### config.mk
export PLATFORM = sky130hd
export DESIGN_NAME = opsh_unit
export DESIGN_NICKNAME = d
export VERILOG_FILES = /design/src/rtl/opsh_pkg.sv /design/src/rtl/opsh_range_check.sv /design/src/rtl/opsh_barrel.sv /design/src/rtl/opsh_imm_carry.sv /design/src/rtl/opsh_unit.sv
export SDC_FILE = /design/constraint.sdc
export NUM_CORES = 1
export LEC_CHECK = 0
export ABC_CLOCK_PERIOD_IN_PS = 7800
export CORE_UTILIZATION = 35
export DETAILED_ROUTE_END_ITERATION = 10
export PLACE_DENSITY_LB_ADDON = 0.25
export SYNTH_ARGS = -nofsm -noshare
export SYNTH_HDL_FRONTEND = slang
export SYNTH_SLANG_ARGS = --single-unit
### constraint.sdc
create_clock -name vclk -period 7.8
set_input_delay 2.34 -clock vclk [all_inputs]
set_output_delay 2.34 -clock vclk [all_outputs]
set_load 0.01 [all_outputs]
### src/rtl/opsh_pkg.sv
package opsh_pkg;
  typedef enum logic [2:0] {
    SK_LSL = 3'd0,
    SK_LSR = 3'd1,
    SK_ASR = 3'd2,
    SK_ROR = 3'd3,
    SK_RRX = 3'd4
  } shift_kind_e;
endpackage

### src/rtl/opsh_range_check.sv
module opsh_range_check
  import opsh_pkg::*;
#(
  parameter int DATA_W = 32,
  parameter int AMT_W  = $clog2(DATA_W) + 1
) (
  input  logic [2:0]       kind,
  input  logic [AMT_W-1:0] amount,
  output logic             bad,
  output logic             pass_thru
);
  localparam logic [AMT_W-1:0] MAX_LEFT  = AMT_W'(DATA_W - 1);
  localparam logic [AMT_W-1:0] MAX_RIGHT = AMT_W'(DATA_W);

  logic zero_amt;
  assign zero_amt = (amount == '0);

  always_comb begin
    bad       = 1'b0;
    pass_thru = 1'b0;
    unique case (kind)
      SK_LSL: begin
        bad       = (amount > MAX_LEFT);
        pass_thru = zero_amt;
      end
      SK_LSR, SK_ASR: bad = zero_amt || (amount > MAX_RIGHT);
      SK_ROR:         bad = zero_amt || (amount > MAX_LEFT);
      SK_RRX:         bad = 1'b0;
      default:        bad = 1'b1;
    endcase
  end

  always_comb begin
    if (pass_thru) assert_pass_is_legal_R2: assert (!bad);
  end
endmodule

### src/rtl/opsh_barrel.sv
module opsh_barrel #(
  parameter int DATA_W = 32,
  parameter int AMT_W  = $clog2(DATA_W) + 1
) (
  input  logic [DATA_W-1:0] data,
  input  logic [AMT_W-1:0]  amt,
  input  logic              rotate,
  input  logic              fill,
  output logic [DATA_W-1:0] result,
  output logic              guard
);
  localparam int VW = DATA_W + 1;

  // Each stage carries the data word plus one guard bit below it; the guard
  // ends up holding the last bit that fell off the low end.
  logic [VW-1:0] stg [0:AMT_W];

  assign stg[0] = {data, 1'b0};

  for (genvar i = 0; i < AMT_W; i++) begin : g_stage
    localparam int S = 1 << i;
    logic [DATA_W-1:0] rot_w;
    if (S < DATA_W) begin : g_rot
      assign rot_w = {stg[i][S:1], stg[i][DATA_W:S+1]};
    end else begin : g_rot_id
      assign rot_w = stg[i][DATA_W:1];
    end
    always_comb begin
      if (!amt[i])     stg[i+1] = stg[i];
      else if (rotate) stg[i+1] = {rot_w, 1'b0};
      else             stg[i+1] = {{S{fill}}, stg[i][VW-1:S]};
    end
  end

  assign result = stg[AMT_W][VW-1:1];
  assign guard  = stg[AMT_W][0];

  always_comb begin
    if (rotate)
      assert_rotate_keeps_ones_R6: assert ($countones(result) == $countones(data));
    if (!rotate && !fill && (amt != '0))
      assert_logical_fill_zero_R4: assert (result[DATA_W-1] == 1'b0);
  end
endmodule

### src/rtl/opsh_imm_carry.sv
module opsh_imm_carry #(
  parameter int DATA_W = 32
) (
  input  logic [DATA_W-1:0] imm_value,
  input  logic              imm_rotated,
  output logic              valid,
  output logic              bit_out
);
  localparam logic [DATA_W-1:0] BYTE_MAX = DATA_W'(255);

  assign valid   = imm_rotated && (imm_value > BYTE_MAX);
  assign bit_out = imm_value[DATA_W-1];

  always_comb begin
    if (valid) assert_imm_wide_R10: assert (imm_value[DATA_W-1:8] != '0);
  end
endmodule

### src/rtl/opsh_unit.sv
module opsh_unit
  import opsh_pkg::*;
#(
  parameter int DATA_W = 32,
  parameter int AMT_W  = $clog2(DATA_W) + 1
) (
  input  logic [DATA_W-1:0] src,
  input  logic [2:0]        kind,
  input  logic [AMT_W-1:0]  amount,
  input  logic              carry_in,
  input  logic              use_imm,
  input  logic [DATA_W-1:0] imm_value,
  input  logic              imm_rotated,
  output logic [DATA_W-1:0] operand,
  output logic              carry_out,
  output logic              carry_valid,
  output logic              amount_bad
);
  logic rng_bad, rng_pass;
  logic is_lsl, is_rot, is_rrx, fill_bit;
  logic [DATA_W-1:0] bar_in, bar_out, shifted;
  logic bar_guard, shift_carry;
  logic imm_valid, imm_bit;

  opsh_range_check #(.DATA_W(DATA_W), .AMT_W(AMT_W)) u_range (
    .kind(kind), .amount(amount), .bad(rng_bad), .pass_thru(rng_pass)
  );

  assign is_lsl   = (kind == SK_LSL);
  assign is_rot   = (kind == SK_ROR);
  assign is_rrx   = (kind == SK_RRX);
  assign fill_bit = (kind == SK_ASR) && src[DATA_W-1];

  // Left shifts reuse the right-shifting barrel on a bit-reversed word.
  always_comb begin
    for (int b = 0; b < DATA_W; b++) bar_in[b] = is_lsl ? src[DATA_W-1-b] : src[b];
  end

  opsh_barrel #(.DATA_W(DATA_W), .AMT_W(AMT_W)) u_barrel (
    .data(bar_in), .amt(amount), .rotate(is_rot), .fill(fill_bit),
    .result(bar_out), .guard(bar_guard)
  );

  always_comb begin
    for (int b = 0; b < DATA_W; b++) shifted[b] = is_lsl ? bar_out[DATA_W-1-b] : bar_out[b];
  end

  assign shift_carry = is_rot ? bar_out[DATA_W-1] : bar_guard;

  opsh_imm_carry #(.DATA_W(DATA_W)) u_imm (
    .imm_value(imm_value), .imm_rotated(imm_rotated),
    .valid(imm_valid), .bit_out(imm_bit)
  );

  always_comb begin
    operand     = src;
    carry_out   = carry_in;
    carry_valid = 1'b0;
    amount_bad  = 1'b0;
    if (use_imm) begin
      operand     = imm_value;
      carry_valid = imm_valid;
      carry_out   = imm_valid ? imm_bit : carry_in;
    end else if (rng_bad) begin
      amount_bad = 1'b1;
    end else if (rng_pass) begin
      operand = src;
    end else if (is_rrx) begin
      operand     = {carry_in, src[DATA_W-1:1]};
      carry_out   = src[0];
      carry_valid = 1'b1;
    end else begin
      operand     = shifted;
      carry_out   = shift_carry;
      carry_valid = 1'b1;
    end
  end

  always_comb begin
    if (!carry_valid) assert_hold_flag_R9: assert (carry_out == carry_in);
    if (amount_bad) assert_bad_passes_src_R8: assert (operand == src && !carry_valid);
    if (use_imm) assert_imm_no_bad_R10: assert (!amount_bad && operand == imm_value);
    if (!use_imm && is_rot && carry_valid)
      assert_ror_carry_msb_R6: assert (carry_out == operand[DATA_W-1]);
  end
endmodule

**After elaboration in Yosys (flattened, before gate mapping)**

Index checks and enable logic that the tools add are counted.

- Word-level logic and storage cells: 107
- Output and inout port bits: 35
- Bits of input ports: 76
- Register bits: 0

- Eq/ne operators: 4
- Reduce and logical (&&, ||, !) cells: 7
- Multiplexer cells: 93
- $lt $le $gt $ge: 3

Operators by type and width:

| operator | count |
|---|---|
| two-way mux 33 bit | 12 |
| two-way mux 32 bit | 4 |
| two-way mux 1 bit | 76 |
| greater-than comparator 32 x 8 -> 1 bit (second input constant) | 1 |
| == test 3 x 2 -> 1 bit (second input constant) | 2 |
| greater-than comparator 6 x 5 -> 1 bit (second input constant) | 1 |
| greater-than comparator 6 bit (second input constant) | 1 |
| zero test 6 bit | 1 |
| case mux 1 bit (4 select lines) | 1 |
| == test 3 x 1 -> 1 bit (second input constant) | 1 |
| == test 3 bit (second input constant) | 1 |
| zero test 3 bit | 1 |
| logical AND 1 bit | 2 |
| logical OR 1 bit | 2 |
| OR reduction 2 bit | 1 |

**Depth between registers and ports, before layout**

- Depth after elaboration: 19
- Depth in mapped cells: 10
- Mapped depth without buffers: 7

**Hierarchy**

Synthesis repeated with hierarchy kept, for this count alone.

- Cell total of the unflattened synthesis: 649
- Area, all modules: 5053.6 µm²

Modules (own cells, without submodules):

| module | cells an instance | sequential area each (µm²) | area each (µm²) | times used |
|---|---|---|---|---|
| opsh_barrel | 386 | 0.0 | 3159.3 | 1 |
| opsh_unit | 242 | 0.0 | 1755.4 | 1 |
| opsh_range_check | 11 | 0.0 | 70.1 | 1 |
| opsh_imm_carry | 10 | 0.0 | 68.8 | 1 |

**Worst setup path before layout**

OpenSTA, ideal clock, no wires.

- Path kind: input to output
- Start point: in kind[2]
- End point: out operand[28]
- Data required time: 5.460 ns
- Stages on the path: 9
- Setup slack: 0.626 ns
- Data arrival time: 4.834 ns
- Buffers on the path: 2
- Cell sequence: nor3_1 -> buf_2 -> buf_2 -> mux4_2 -> o32ai_1 -> mux2i_1 -> mux4_2 -> a221oi_2 -> o2bb2ai_1

- Cells in the longest elaborated chain, start to end: 19
- Elaborated cells on any way between the ends: 58
- Classes of those cells: eq/ne (4); mux (51); reduce/logical (3)

Ends and longest elaborated chain:

| element | RTL line | RTL |
|---|---|---|
| from (decl) | opsh_unit.sv:8 | `input logic [2:0] kind,` |
| zero test 3 bit | opsh_range_check.sv:21, opsh_unit.sv:29 |  |
| two-way mux 1 bit | opsh_unit.sv:36 | `for (int b = 0; b < DATA_W; b++) bar_in[b] = is_lsl ? src[DATA_W-1-b] : src[b];` |
| two-way mux 33 bit | opsh_barrel.sv:30 | `else if (rotate) stg[i+1] = {rot_w, 1'b0};` |
| two-way mux 33 bit | opsh_barrel.sv:29 | `if (!amt[i]) stg[i+1] = stg[i];` |
| two-way mux 33 bit | opsh_barrel.sv:30 |  |
| two-way mux 33 bit | opsh_barrel.sv:29 |  |
| two-way mux 33 bit | opsh_barrel.sv:30 |  |
| two-way mux 33 bit | opsh_barrel.sv:29 |  |
| [3 not listed] | - |  |
| two-way mux 33 bit | opsh_barrel.sv:29 |  |
| two-way mux 33 bit | opsh_barrel.sv:30 |  |
| two-way mux 33 bit | opsh_barrel.sv:29 |  |
| two-way mux 1 bit | opsh_unit.sv:45 | `for (int b = 0; b < DATA_W; b++) shifted[b] = is_lsl ? bar_out[DATA_W-1-b] : bar_out[b];` |
| two-way mux 32 bit | opsh_unit.sv:68 | `end else if (is_rrx) begin` |
| two-way mux 32 bit | opsh_unit.sv:66 | `end else if (rng_pass) begin` |
| two-way mux 32 bit * | opsh_unit.sv:64 | `end else if (rng_bad) begin` |
| two-way mux 32 bit * | opsh_unit.sv:60 | `if (use_imm) begin` |
| to (decl) | opsh_unit.sv:14 | `output logic [DATA_W-1:0] operand,` |

Every way passes the cells marked *; elsewhere a longest branch is shown, timed or not.

**Worst setup path in the final report**

- Start point: in kind[2]
- End point: out operand[16]

Same word-level chain as after synthesis.

==> flow_summary.yaml <==
global_routing:
  grt_pass1_vias: 7179
  grt_max_degree: 40
  antenna_found_initial: 0
  track_usage: 0.407
  grt_pass1_wl_um: 43200
  grt_overflow: 0
hold_path:
  hold_class: "input port to output port"
  worstHoldPathCells: 4
  hold_start: "imm_value[4]"
  hold_end: "operand[4]"
yosys:
  ys_warn_count: 0
  synthTopCellsByArea: "mux4_2, mux2i_1, o21ai_0"
  synthCells: 625
  ys_seq_area_frac: 0
  syn_area_um2: 4670
  synth_cell_type_count: 71
  syn_area_per_cell_um2: 7.48
  syn_nets: 701
  synth.largest_area_cell: "mux4_2"
  yosysTopAreaCellShare: 0.251
layout:
  synthToLayoutAreaGrowth_pct: 64.3
  final_cell_mix: "buf_4, clkdlybuf4s50_1, nand2_1"
  seq_cell_count: 0
  utilization: 0.599
  layout-drive-gt1-share: 0.380
  final_common_cell: "buf_4"
  regArea_um2: 0
  clkbuf_count: 0
  num-nets-final: 977
  antennaDiodeCount: 0
drt:
  wl_um: 28900
  drc_errors: 0
  via_per_inst: 6.92
  ant_nets: 0
  wl_per_cell_um: 26.9
  num_vias: 7415
  dr.first_iter.drc_count: 1150
  firstDrtPassIters: 7
sta:
  timing.final.ws_setup_ns: 0.0381
  fin_crit_ns: 7.76
  setup_viol: 0
  finalHoldViolations: 0
  clock.fmax_mhz: 129
  tns_ns: 0
  period_share: 0.995
  timing.slew.headroom: 0.488
  tightest_slew_ns: 0.765
  rsz0062_at_grt: "false"
  maxSlewViolCount: 0
worst_setup_path:
  cp.arrival_ns: 5.42
  worstSetupEndpointType: "output port"
  crit_type: "input port to output port"
  critPathRequiredTime_ns: 5.46
  critPathMaxFanout: 8
  critPathLaunchType: "input port"
floorplanning:
  pin_count: 111
  start_util: 0.364
  die_y_um: 118
  core-area_um2: 12800
  fp.dieW_um: 118
  rows: 41
  die_area_um2: 13800
job:
  cap_violations: 0
placed_design:
  hpwl_um: 23100
  port-buffer-count: 111
  pre_cts_ws_ns: -0.604
  routabilityCongestion: 1.07
run_status:
  status: "finished, final reports clean"
pwr:
  ir_worst_vdd_v: 0.0000458
  p_leak_nw: 3.11
  pwr_density_cell_nw_per_um2: 79.1
  totalPowerFinal_uw: 607
[kinds of logic after synthesis]
family / synth area share
AO/OA/AOI/OAI: 0.392
multiplexers: 0.328
AND/OR/NAND/NOR: 0.218
XOR/XNOR: 0.00187
buffers and inverters: 0.0610
[synth_stat cells (all sizes together) (5+ instances only)]
master    n
a211oi   10
a21o      8
a21oi    49
a221o     6
a221oi    9
a222oi    6
a22oi    11
a31oi    19
and2      5
and3      5
buf      14
clkbuf   47
inv       6
mux2i    30
mux4     53
nand2    58
nand3    11
nand4     5
nor2     44
nor3     19
nor4      6
o211ai   13
o21a      5
o21ai    60
o21bai    7
o22a      6
o22ai     9
o2bb2ai   6
o31ai     6
or3      24
[per-layer routing]
layer  vias to the layer above  GRT usage  share of wire
li1                       3142          -              -
met1                      3521      0.533           0.37
met2                       640      0.637           0.44
met3                       112     0.0824           0.13
met4                         0      0.197          0.061
met5                         -          0              0
[worst max-delay path, cell delays in order]
cell and delay [ns]:
clkdlybuf4s15_1 0.20, or3_4 0.40, buf_6 0.16, buf_12 0.14, mux4_2 0.45, buf_4 0.17, mux4_2 0.52, buf_4 0.17
nand2_1 0.12, a21oi_2 0.11, o221ai_1 0.20, o211ai_1 0.12, dlygate4sd2_1 0.31
[where the power goes]
| part | internal [mW] | switching, mW | leakage [nW] |
|---|---|---|---|
| Combinational | 0.290 | 0.317 | 3.11 |
| Sequential | 0 | 0 | 0 |
| Clock | 0 | 0 | 0 |
[timing repair]
item,CTS,global route
setup buffers,16,4
hold buffers,0,0
gates cloned,1,0
gates resized for setup,113,22
endpoints found under the setup margin,33,21
pin swaps,16,8
[final cells by class]
| class | instances | area, um2 |
|---|---|---|
| tap | 172 | 215 |
| fill | 1218 | 5140 |
| timing repair buffer | 335 | 2830 |
| multi-input combinational | 555 | 4610 |
| inverter | 9 | 33.8 |
[worst max-delay path by stage]
stage / slack (ns) / startpoint / depth (start not counted) / to
global placement: -0.55 / kind[2] / 12 / operand[4]
finish: 0.04 / kind[2] / 13 / operand[16]
floorplan: 0.63 / kind[2] / 9 / operand[28]
CTS: 0.05 / kind[0] / 14 / operand[26]
detailed placement: -0.60 / kind[1] / 12 / operand[24]
global route: 0.0004 / kind[2] / 13 / operand[16]
[through the flow]
step           hold slack, ns  std cells  cell area [um2]
4_1_cts                  5.42       1068             7620
2_1_floorplan            4.81        625             4670
3_3_place_gp             5.67       1052             7370
5_1_grt                  5.43       1071             7680
6_report                 5.41       1071             7680
3_5_place_dp             5.67       1052             7370
Power figures use the tool's default switching activity.
